==> src/rtl/arb_poll_pkg.sv <==
package arb_poll_pkg;
  typedef enum logic [1:0] {
    MODE_FIXED  = 2'd0,
    MODE_ROTATE = 2'd1,
    MODE_PROG   = 2'd2,
    MODE_RSVD   = 2'd3
  } start_mode_e;

  typedef enum logic [1:0] {
    ST_IDLE = 2'd0,
    ST_POLL = 2'd1,
    ST_OWN  = 2'd2
  } poll_state_e;
endpackage

==> src/rtl/arb_cfg_regs.sv <==
module arb_cfg_regs
  import arb_poll_pkg::*;
#(
  parameter int AW = 3
) (
  input  logic          clk,
  input  logic          rst_n,
  input  logic          mode_we,
  input  logic [1:0]    mode_in,
  input  logic          start_we,
  input  logic [AW-1:0] start_in,
  output start_mode_e   mode_q,
  output logic [AW-1:0] start_q
);
  always_ff @(posedge clk or negedge rst_n) begin
    if (!rst_n) begin
      mode_q  <= MODE_FIXED;
      start_q <= '0;
    end else begin
      if (mode_we)  mode_q  <= start_mode_e'(mode_in);
      if (start_we) start_q <= start_in;
    end
  end
endmodule

==> src/rtl/arb_start_sel.sv <==
module arb_start_sel
  import arb_poll_pkg::*;
#(
  parameter int N_MASTERS = 6,
  parameter int AW        = 3
) (
  input  start_mode_e   mode,
  input  logic [AW-1:0] start_val,
  input  logic [AW-1:0] last_win,
  output logic [AW-1:0] start_addr
);
  localparam logic [AW-1:0] LAST_ADDR = AW'(N_MASTERS - 1);

  logic [AW-1:0] prog_addr;
  logic [AW-1:0] rot_addr;

  // Only a non-power-of-two master count can hold out-of-range start values
  generate
    if ((2 ** AW) == N_MASTERS) begin : g_no_clamp
      assign prog_addr = start_val;
    end else begin : g_clamp
      assign prog_addr = (int'(start_val) >= N_MASTERS) ? '0 : start_val;
    end
  endgenerate

  assign rot_addr = (last_win == LAST_ADDR) ? '0 : last_win + 1'b1;

  always_comb begin
    unique case (mode)
      MODE_ROTATE: start_addr = rot_addr;
      MODE_PROG:   start_addr = prog_addr;
      default:     start_addr = '0;
    endcase
  end
endmodule

==> src/rtl/arb_poll_fsm.sv <==
module arb_poll_fsm
  import arb_poll_pkg::*;
#(
  parameter int N_MASTERS = 6,
  parameter int AW        = 3
) (
  input  logic          clk,
  input  logic          rst_n,
  input  logic          bus_req,
  input  logic          bus_busy,
  input  logic [AW-1:0] start_addr,
  output logic          poll_en,
  output logic [AW-1:0] poll_addr,
  output logic [AW-1:0] last_win
);
  localparam logic [AW-1:0] LAST_ADDR  = AW'(N_MASTERS - 1);
  localparam logic [AW-1:0] SWEEP_LAST = AW'(N_MASTERS - 1);

  poll_state_e   state_q;
  logic [AW-1:0] addr_q;
  logic [AW-1:0] sweep_q;
  logic [AW-1:0] win_q;
  logic [AW-1:0] addr_nxt;

  assign addr_nxt = (addr_q == LAST_ADDR) ? '0 : addr_q + 1'b1;

  always_ff @(posedge clk or negedge rst_n) begin
    if (!rst_n) begin
      state_q <= ST_IDLE;
      addr_q  <= '0;
      sweep_q <= '0;
      win_q   <= LAST_ADDR;
    end else begin
      unique case (state_q)
        ST_IDLE: begin
          if (bus_req && !bus_busy) begin
            state_q <= ST_POLL;
            addr_q  <= start_addr;
            sweep_q <= '0;
          end
        end
        ST_POLL: begin
          if (bus_busy) begin
            state_q <= ST_OWN;
            win_q   <= addr_q;
          end else if (sweep_q == SWEEP_LAST) begin
            state_q <= ST_IDLE;
          end else begin
            addr_q  <= addr_nxt;
            sweep_q <= sweep_q + 1'b1;
          end
        end
        ST_OWN: begin
          if (!bus_busy) state_q <= ST_IDLE;
        end
        default: state_q <= ST_IDLE;
      endcase
    end
  end

  assign poll_en   = (state_q == ST_POLL);
  assign poll_addr = addr_q;
  assign last_win  = win_q;

  AST_ADDR_RANGE: assert property (@(posedge clk) disable iff (!rst_n)
    poll_en |-> (int'(poll_addr) < N_MASTERS));
  AST_IDLE_START: assert property (@(posedge clk) disable iff (!rst_n)
    (state_q == ST_IDLE && bus_req && !bus_busy) |=> poll_en);
  AST_IDLE_BLOCKED: assert property (@(posedge clk) disable iff (!rst_n)
    (state_q == ST_IDLE && bus_busy) |=> !poll_en);
  AST_STEP_WRAP: assert property (@(posedge clk) disable iff (!rst_n)
    (poll_en && !bus_busy && sweep_q != SWEEP_LAST) |=>
      (poll_en && poll_addr == (($past(poll_addr) == LAST_ADDR) ? '0 : $past(poll_addr) + 1'b1)));
  AST_STOP_ON_MATCH: assert property (@(posedge clk) disable iff (!rst_n)
    (poll_en && bus_busy) |=> (!poll_en && $stable(poll_addr)));
  AST_HOLD_OWNER: assert property (@(posedge clk) disable iff (!rst_n)
    (state_q == ST_OWN && bus_busy) |=> (!poll_en && $stable(poll_addr)));
  AST_SWEEP_END: assert property (@(posedge clk) disable iff (!rst_n)
    (poll_en && !bus_busy && sweep_q == SWEEP_LAST) |=> (state_q == ST_IDLE));
endmodule

==> src/rtl/arb_poll_top.sv <==
module arb_poll_top
  import arb_poll_pkg::*;
#(
  parameter int N_MASTERS = 6,
  // derived width of the device-address bus; not meant to be overridden
  parameter int AW        = (N_MASTERS > 1) ? $clog2(N_MASTERS) : 1
) (
  input  logic          clk,
  input  logic          rst_n,
  input  logic          bus_req,
  input  logic          bus_busy,
  input  logic          cfg_mode_we,
  input  logic [1:0]    cfg_mode,
  input  logic          cfg_start_we,
  input  logic [AW-1:0] cfg_start,
  output logic          poll_en,
  output logic [AW-1:0] poll_addr
);
  localparam logic [AW-1:0] LAST_ADDR = AW'(N_MASTERS - 1);

  start_mode_e   mode_q;
  logic [AW-1:0] start_q;
  logic [AW-1:0] last_win;
  logic [AW-1:0] start_addr;

  arb_cfg_regs #(.AW(AW)) u_cfg (
    .clk(clk), .rst_n(rst_n),
    .mode_we(cfg_mode_we), .mode_in(cfg_mode),
    .start_we(cfg_start_we), .start_in(cfg_start),
    .mode_q(mode_q), .start_q(start_q)
  );

  arb_start_sel #(.N_MASTERS(N_MASTERS), .AW(AW)) u_sel (
    .mode(mode_q), .start_val(start_q), .last_win(last_win),
    .start_addr(start_addr)
  );

  arb_poll_fsm #(.N_MASTERS(N_MASTERS), .AW(AW)) u_fsm (
    .clk(clk), .rst_n(rst_n),
    .bus_req(bus_req), .bus_busy(bus_busy),
    .start_addr(start_addr),
    .poll_en(poll_en), .poll_addr(poll_addr), .last_win(last_win)
  );

  AST_FIXED_START: assert property (@(posedge clk) disable iff (!rst_n)
    ($rose(poll_en) && ($past(mode_q) == MODE_FIXED || $past(mode_q) == MODE_RSVD))
      |-> (poll_addr == '0));
  AST_ROTATE_START: assert property (@(posedge clk) disable iff (!rst_n)
    ($rose(poll_en) && $past(mode_q) == MODE_ROTATE)
      |-> (poll_addr == (($past(last_win) == LAST_ADDR) ? '0 : $past(last_win) + 1'b1)));
  AST_PROG_START: assert property (@(posedge clk) disable iff (!rst_n)
    ($rose(poll_en) && $past(mode_q) == MODE_PROG && int'($past(start_q)) < N_MASTERS)
      |-> (poll_addr == $past(start_q)));
endmodule

==> config.mk <==
export PLATFORM = sky130hd
export DESIGN_NAME = arb_poll_top
export DESIGN_NICKNAME = d
export VERILOG_FILES = /design/src/rtl/arb_poll_pkg.sv /design/src/rtl/arb_cfg_regs.sv /design/src/rtl/arb_start_sel.sv /design/src/rtl/arb_poll_fsm.sv /design/src/rtl/arb_poll_top.sv
export SDC_FILE = /design/constraint.sdc
export NUM_CORES = 1
export LEC_CHECK = 0
export ABC_AREA = 1
export BUFFER_PORTS_ARGS = -buffer_cell sky130_fd_sc_hd__buf_2
export CORE_UTILIZATION = 48
export DETAILED_ROUTE_END_ITERATION = 10
export GPL_TIMING_DRIVEN = 0
export PLACE_DENSITY = 0.81
export SYNTH_ARGS = -nofsm -noshare
export SYNTH_HDL_FRONTEND = slang
export SYNTH_SLANG_ARGS = --single-unit
==> constraint.sdc <==
create_clock -name clk -period 1.7 [get_ports clk]
set_input_delay 0 -clock clk [delete_from_list [all_inputs] [get_ports clk]]
set_output_delay 0 -clock clk [all_outputs]
set_load 0.02 [all_outputs]
* Word-level counts from Yosys, hierarchy flattened *
Cells that the tools add are included.

word-level totals
  flip-flop bits (word level) = 16
  input port bits = 11
  output and inout port bits = 4
  word-level logic and storage cells = 46

cells by class
  $add $sub $neg = 3
  magnitude comparators = 1
  equality and inequality tests = 12
  muxes and demuxes = 17
  reduce and logical (&&, ||, !) cells = 7

operators by type and width
  cell                                                                     number
  3-bit two-way mux                                                        9
  3-bit one-hot mux with 2 select lines                                    3
  3-bit by 1-bit adder with 3-bit output, second input constant            3
  3-bit equality test, second input constant                               3
  2-bit two-way mux                                                        4
  2-bit inequality test, second input constant                             3
  2-bit one-hot mux with 3 select lines                                    1
  2-bit by 1-bit equality test with 1-bit output, second input constant    2
  2-bit equality test, second input constant                               2
  4-bit AND reduction                                                      1
  3-bit greater-or-equal comparator, second input constant                 1
  3-bit by 2-bit inequality test with 1-bit output, second input constant  1
  3-bit AND reduction                                                      1
  2-bit zero test                                                          1
  2-bit by 1-bit inequality test with 1-bit output, second input constant  1
  2-bit AND reduction                                                      1
  2-bit nonzero test                                                       1
  1-bit logical AND                                                        1
  1-bit zero test                                                          1

* Logic depth before layout (Yosys ltp) *
Gate-level depths: netlist (run 1).

  depth in word-level cells = 5
  gate-level depth with buffers = 8
  gate-level depth less buffers = 8

* Modules after synthesis *
Synthesis (run 1) repeated with hierarchy kept, for this count alone.

unflattened totals
  cell total of the unflattened synthesis = 113
  area total of the unflattened synthesis = 888.4 sq um

modules (own cells, without submodules)
  module         instances  cells each  area an instance (sq um)  sequential area each (sq um)
  arb_poll_fsm   1          67          581.8                     277.8
  arb_cfg_regs   1          22          188.9                     125.1
  arb_start_sel  1          24          117.6                     0.0

* Worst setup path after synthesis (run 1) *
No wires, ideal clock.

  kind = flip-flop to flip-flop
  start = register u_fsm.sweep_q[0]
  end = register u_fsm.addr_q[1] (netlist: u_fsm.poll_addr[1])
  library setup time = 121 ps
  data arrival time = 1028 ps
  data required time = 1579 ps
  slack = 551 ps
  stages on the path, launching flop included = 8
  buffers on the path = 0
  clock period less this slack = 1149 ps
  cell sequence = dfrtp_1 ha_1 nand2_1 inv_1 nand2_1 nand3_2 nor2_1 a21oi_2

on the way
  cells in the longest elaborated chain, start to end = 3

RTL lines
  what                             RTL line            text
  from (decl)                      arb_poll_fsm.sv:21  logic [AW-1:0] sweep_q;
  from (signal assigned)           arb_poll_fsm.sv:50  sweep_q <= sweep_q + 1'b1;
  3-bit equality test              arb_poll_fsm.sv:46  end else if (sweep_q == SWEEP_LAST) begin
  2-bit inequality test (no line)  -
  4-bit AND reduction (no line)    -
  to (signal assigned)             arb_poll_fsm.sv:38  addr_q <= start_addr;
  to (signal assigned)             arb_poll_fsm.sv:49  addr_q <= addr_nxt;
  to (decl)                        arb_poll_fsm.sv:20  logic [AW-1:0] addr_q;

No other way between the ends.
A chain may end at the register's enable or synchronous reset.

* Worst setup path in the final report (run 1) *
  start = register u_fsm.sweep_q[0]
  end = register u_fsm.addr_q[2] (netlist: u_fsm.poll_addr[2])

Same word-level chain as after synthesis.

==> metrics.md, run 1 <==
| Metric | Value |
|---|---|
| Number of synthesized register bits | 16 |
| Worst hold path class | input port to register |
| First-pass GRT wire length | between 3 and 4 mm |
| Post-CTS Setup Bufs | 0 |
| Crit-path max cell delay | 0.42 ns |
| PwrDens | roughly 1200 nW/um^2 |
| RSZ-0062 raised after global routing | no |
| Combinational family with the most area after synthesis | simple AND/OR/NAND/NOR gates |
| Startpoint types | register |
| Die area | around 2000 um^2 |
| Critical path arrival | 1.45 ns |
| Worst EP required | 1.88 ns |
| Pin count of the biggest net entering global routing | 17 |
| Top-area cell type share of the netlist area | 40.3% |
| DRT Pass-1 Iters | 4 |
| Hold Vio Cnt, Final | 2 |
| Rows | 15 |
| H-tree depth | 1 |
| Post-route ant nets | 0 |
| Grt ovf | 0 |
| Delay-heaviest family, CP | simple AND/OR/NAND/NOR gates |
| Clk root buf | clkbuf_4 |
| Critical path peak fanout | 5 |
| # DRC | 0 |
| Vias in the first global route | slightly above 800 |
| Status | finished, violations left |
| Post-Synthesis Cell Area | 870 um^2 |
| Vias per inst | around 5.1 |
| Synthesized Nets | 123 |
| Final non-filler cell total | 163 |
| Routability-driven placement congestion ratio | 0.742 |
| Die X | between 40 and 50 um |
| Leakage | 0.577 nW |
| Synth Area in Compound Gates | approximately 10% |
| Max-Cap Viols | 0 |
| Element type at the critical path end | register |
| Synth Area in XOR/XNOR | 0% |
| Slew Limit Headroom | approximately 77% |
| Slew Limit Fails | 0 |
| Post-DP HPWL | 1.22 mm |
| Worst slew pin tran | 0.351 ns |
| Critical path buffers and inverters | 1 |
| Most used cell, CP | nand2_1 |
| CP max-delay cell | dfrtp_1 |
| Crit Path Class | register to register |
| Post-synthesis cell count | roughly 110 |
| Iteration-0 DRC Markers | 11 |
| Clock-pin slew on the worst setup and hold paths | 0.09 ns |
| Max Root-Sink Buffers | 2 |
| Placed insts | 147 |
| F_max | 785 MHz |
| Initial antenna violation count | 0 |
| Port Buffers | 14 |
| Worst-Skew Late Latency | 0.28 ns |
| Initial Utilization | 50.9% |
| Period utilisation layout | 74.9% |
| Layout cell share with drive strength beyond 1 | between 20% and 30% |
| Post-layout minimum cycle time | 1.27 ns |
| Wire length per cell | 11.8 um |
| Ant. Diodes | 0 |
| Synth Area in Simple Gates | 29.8% |
| # clock sinks | 16 |
| Register area share after synthesis | 46.3% |
| Failing checks | hold timing |
| Setup Skew | 0.00456 ns |
| Setup TNS | 0 ns |
| Die H | 44.6 um |
| Worst hold slack | -0.0320 ns |
| Synth cell types | 19 |
| Gr usage total | 22.2% |
| Worst path cell trace | ha_1, nand2_1, inv_1, nand2_1, nand3_2, nor2_1, a21oi_2 |
| Worst VDD drop | 0.651 mV |
| Syn_area_per_cell | 8.05 um^2 |
| Mux contribution to synthesized area | ~2.4% |
| Fin nets | 154 |
| Yosys top cell by area | dfrtp_1 |
| Setup violators final | 0 |
| Final wirelength | 1.92 mm |
| Core area | 1710 um^2 |
| CTS tree | built |
| Area growth syn-to-layout | 29.6% |
| Via count | 826 |
| Ys Warns | 0 |
| Io pins | 15 |
| Largest cells by area after synthesis | dfrtp_1 40%, nand2_1 16%, dfstp_2 6.0% |
| Post-synthesis adder-cell area fraction | 5.76% |
| CTS buffer count | 3 |
cell usage after synthesis:
cell type	count
a21oi_1	5
a21oi_2	2
dfrtp_1	14
dfstp_2	2
ha_1	4
inv_1	12
inv_2	1
mux2_2	1
mux2i_1	1
nand2_1	36
nand2_2	1
nand3_1	6
nand3_2	2
nand3b_1	1
nor2_1	9
nor2_8	1
o21ai_0	7
o21ai_1	2
or2_2	1
placed cells by master (no fill, tap or decap), types with 2 or more instances in the layout:
| cell type | Yosys | final |
|---|---|---|
| a21oi_2 | 2 | 2 |
| dfstp_2 | 2 | 2 |
| dlygate4sd3_1 | 0 | 12 |
| inv_1 | 12 | 12 |
| o21ai_1 | 2 | 2 |
| buf_2 | 0 | 14 |
| clkbuf_4 | 0 | 3 |
| o21ai_0 | 7 | 7 |
| nand3_1 | 6 | 6 |
| a21oi_1 | 5 | 5 |
| nor2_1 | 9 | 9 |
| nand2_1 | 36 | 36 |
| dfrtp_1 | 14 | 14 |
| nand3_2 | 2 | 2 |
| ha_1 | 4 | 4 |
layer usage:
layer / GRT usage, % / routed length, um
met2: 37.9 / 992
met3: 2.86 / 69
met4: 10.3 / 51
met5: 0 / 0
met1: 27.9 / 809
kinds of logic (layout without fill, tap and decap cells):
family	Yosys count	count (layout)
simple gates	57	57
compound gates	16	16
flops	16	16
buf+inv	13	43
fa+ha+maj	4	4
mux	2	2
flip-flops by register name, indices dropped and copies added, names as in the netlist:
name / count
u_cfg.start_q: 3
u_fsm.last_win: 3
u_fsm.poll_addr: 3
u_fsm.state_q: 2
u_fsm.sweep_q: 3
u_cfg.mode_q: 2
repair_timing:
| item | CTS | global route |
|---|---|---|
| endpoints found under the hold margin | 22 | 1 |
| setup endpoints to repair | 0 | 4 |
| resized for setup | 0 | 0 |
| hold buffers | 15 | 1 |
final timing paths:
kind	end	from	slack (ns)	cells past startpoint
max in group asynchronous	u_fsm.last_win[0]$_DFFE_PN1P_	rst_n	1.25	2
worst max-delay path	u_fsm.poll_addr[2]$_DFFE_PN0P_	u_fsm.sweep_q[0]$_DFFE_PN0P_	0.43	7
worst min register to register	u_cfg.start_q[0]$_DFFE_PN0P_	u_cfg.start_q[0]$_DFFE_PN0P_	0.52	1
worst max register to register	u_fsm.poll_addr[2]$_DFFE_PN0P_	u_fsm.sweep_q[0]$_DFFE_PN0P_	0.43	7
min in group asynchronous	u_cfg.start_q[2]$_DFFE_PN0P_	rst_n	0.14	2
worst min-delay path	u_cfg.start_q[1]$_DFFE_PN0P_	cfg_start_we	-0.03	2
area by class of cell:
cell class,count,area [um^2]
clock buffers,4,36.3
fillers,142,581
inverters,13,48.8
multi-input cells,79,418
flip-flops and latches,16,403
well taps,25,31.3
repair buffers,26,190
power by group:
group | total [mW] | switching [mW] | internal [mW]
sequential | 0.620 | 0.120 | 0.500
clock | 0.248 | 0.118 | 0.130
combinational | 0.483 | 0.292 | 0.191
total | 1.35 | 0.530 | 0.821
metrics by stage:
stage          setup WS, ns  utilization [%]  power, mW  cell area (um^2)
2_1_floorplan         0.551                -      0.935               870
3_3_place_gp          0.486             56.8       1.05               971
3_5_place_dp          0.438             56.8       1.08               971
4_1_cts              0.0383             67.8       1.36              1160
5_1_grt               0.317             66.0       1.44              1130
6_report              0.427             66.0       1.35              1130
(Power assumes the default switching activity.)
==> inputs of run 2 (changes only) <==
clock period = 1.31 ns   (was 1.7 ns; I/O delays follow)
==> run 2 against run 1 <==
Effect of this change: the flow now finishes without violations; critical path type unchanged; largest cell class unchanged; die area is the same; total power grew 32%; clock-buffer cell count is the same; routed wire length shrank 4.2%; hold slack gained 0.12 ns; critical path depth shrank 2; first-iteration DRC count shrank 27%; non-clock buffer count grew 2; global-route usage shrank 2.0 points.
==> metrics.md, run 2 (synthesis results as in run 1) <==
| Metric | Value |
|---|---|
| Worst EP required | 1.48 ns |
| Leakage | 0.586 nW |
| Post-DP HPWL | roughly 1.2 mm |
| FF-to-FF End | u_fsm.sweep_q[2]$_DFFE_PN0P_ |
| P_int | 1.09 mW |
| Routability-driven placement congestion ratio | 0.742 |
| Clock share of power | around 19% |
| Initial antenna violation count | 0 |
| CTS buffer count | 3 |
| Gr usage total | 20.2% |
| Post-layout minimum cycle time | 1.24 ns |
| Core area | 1710 um^2 |
| Slew Limit Headroom | 76.7% |
| Clock-pin slew on the worst setup and hold paths | approximately 0.090 ns |
| Io pins | 15 |
| Setup Skew | 0.00885 ns |
| Setup TNS | 0 ns |
| Die X | 44.6 um |
| First-pass GRT wire length | approximately 2.9 mm |
| Most frequent cells in the layout | 36 x nand2_1, 14 x buf_2, 14 x dfrtp_1 |
| Die H | 44.6 um |
| Vias per inst | 4.94 |
| Wire length on met1 | 785 um |
| # clock sinks | 16 |
| Worst-Skew Late Latency | 0.29 ns |
| Final wirelength | 1.84 mm |
| Total placed instance area | 971 um^2 |
| Area growth syn-to-layout | 31.9% |
| Iteration-0 DRC Markers | 8 |
| Crit Path Class | register to register |
| Worst slew pin tran | 0.349 ns |
| Wire length per cell | 11.2 um |
| CTS tree | built |
| Startpoint types | register |
| Ant. Diodes | 0 |
| F_max | 806 MHz |
| R2R setup slack | about 0.07 ns |
| Fin nets | around 160 |
| Slew Limit Fails | 0 |
| Sw Pwr | 694 uW |
| Vias in the first global route | about 730 |
| Critical R2R Launch | u_fsm.sweep_q[0]$_DFFE_PN0P_ |
| Critical path peak fanout | 2 |
| Period utilisation layout | 94.7% |
| # DRC | 0 |
| Hold Crit Depth | 3 |
| Worst hold slack | 0.0853 ns |
| Sequential power share | 44.6% |
| Clk root buf | clkbuf_4 |
| Layout Utilization | 67.2% |
| Met2 wire length | 968 um |
| Initial Utilization | just over 50% |
| Grt ovf | 0 |
| Hold path endpoint | u_fsm.state_q[0]$_DFFE_PN0P_ |
| Worst VDD drop | 0.855 mV |
| Top routing layer in use | met4 |
| Max Root-Sink Buffers | 2 |
| Cell area after layout | ~1100 um^2 |
| Rows | 15 |
| Worst hold path class | input port to register |
| Max-Cap Viols | 0 |
| Tot Pwr | 1.78 mW |
| Pin count of the biggest net entering global routing | 17 |
| Sw Share | 39.0% |
| H-tree depth | 1 |
| RSZ-0062 raised after global routing | no |
| Hold Vio Cnt, Final | 0 |
| Logic gate share of total power | a little under two fifths |
| Post-route ant nets | 0 |
| Reg2reg path depth | 5 |
| DRT Pass-1 Iters | 4 |
| Hold path start | bus_req |
| Commonest non-fill, non-tap cell in the layout | nand2_1 |
| Die area | roughly 2000 um^2 |
| Critical path arrival | 1.41 ns |
| Met3 routed wirelength | 57 um |
| Layout cell share with drive strength beyond 1 | 22.1% |
| Port Buffers | 14 |
| PwrDens | 1550 nW/um^2 |
| Via count | 815 |
| Element type at the critical path end | register |
| Setup violators final | 0 |
| Status | completed |
[run 2: power groups by stage]
stage	Clock, mW	Combinational (mW)	Sequential, mW
detailed placement	0	0.593	0.807
finish	0.329	0.659	0.793
global placement	0	0.560	0.798
global route	0.353	0.734	0.814
CTS	0.328	0.624	0.797
floorplan	0	0.388	0.826
[run 2: what timing repair did]
action / CTS / global route
setup buffers: 0 / 1
endpoints found under the hold margin: 22 / 0
hold buffers: 13 / 0
setup endpoints to repair: 0 / 2
gates resized for setup: 0 / 1
[run 2: area by class of cell]
| type | count | area, um^2 |
|---|---|---|
| inverters | 13 | 48.8 |
| flip-flops and latches | 16 | 403 |
| multi-input cells | 79 | 420 |
| fillers | 135 | 561 |
| well taps | 25 | 31.3 |
| clock buffers | 4 | 36.3 |
| repair buffers | 28 | 208 |
[run 2: worst max-delay path by stage]
| stage | from | end | slack [ns] |
|---|---|---|---|
| after global placement | u_fsm.sweep_q[0]$_DFFE_PN0P_ | u_fsm.poll_addr[1]$_DFFE_PN0P_ | 0.1 |
| after CTS | u_fsm.sweep_q[0]$_DFFE_PN0P_ | u_fsm.poll_addr[2]$_DFFE_PN0P_ | 0.03 |
| after floorplan | u_fsm.sweep_q[0]$_DFFE_PN0P_ | u_fsm.poll_addr[1]$_DFFE_PN0P_ | 0.16 |
| after detailed placement | u_fsm.sweep_q[0]$_DFFE_PN0P_ | u_fsm.poll_addr[2]$_DFFE_PN0P_ | 0.05 |
| final | u_fsm.sweep_q[0]$_DFFE_PN0P_ | u_fsm.sweep_q[2]$_DFFE_PN0P_ | 0.07 |
| after global routing | u_fsm.sweep_q[1]$_DFFE_PN0P_ | u_fsm.poll_addr[2]$_DFFE_PN0P_ | 0.001 |
[run 2: worst max-delay path: stages (launching register included)]
cell     delay [ns]
dfrtp_1        0.39
buf_4          0.14
ha_1           0.19
or2_2          0.27
nand3_1        0.07
o21ai_1        0.07
[run 2: per-layer routing]
layer	vias to the layer above	GRT usage, %
met1	382	26.0
met2	21	34.7
met3	7	2.45
li1	405	-
met4	0	7.27
met5	-	0
[run 2: stage by stage]
step | setup slack [ns] | cells
finish | 0.0698 | 165
CTS | 0.0291 | 164
floorplan | 0.161 | 108
detailed placement | 0.0481 | 147
global route | 0.00119 | 165
global placement | 0.0958 | 147
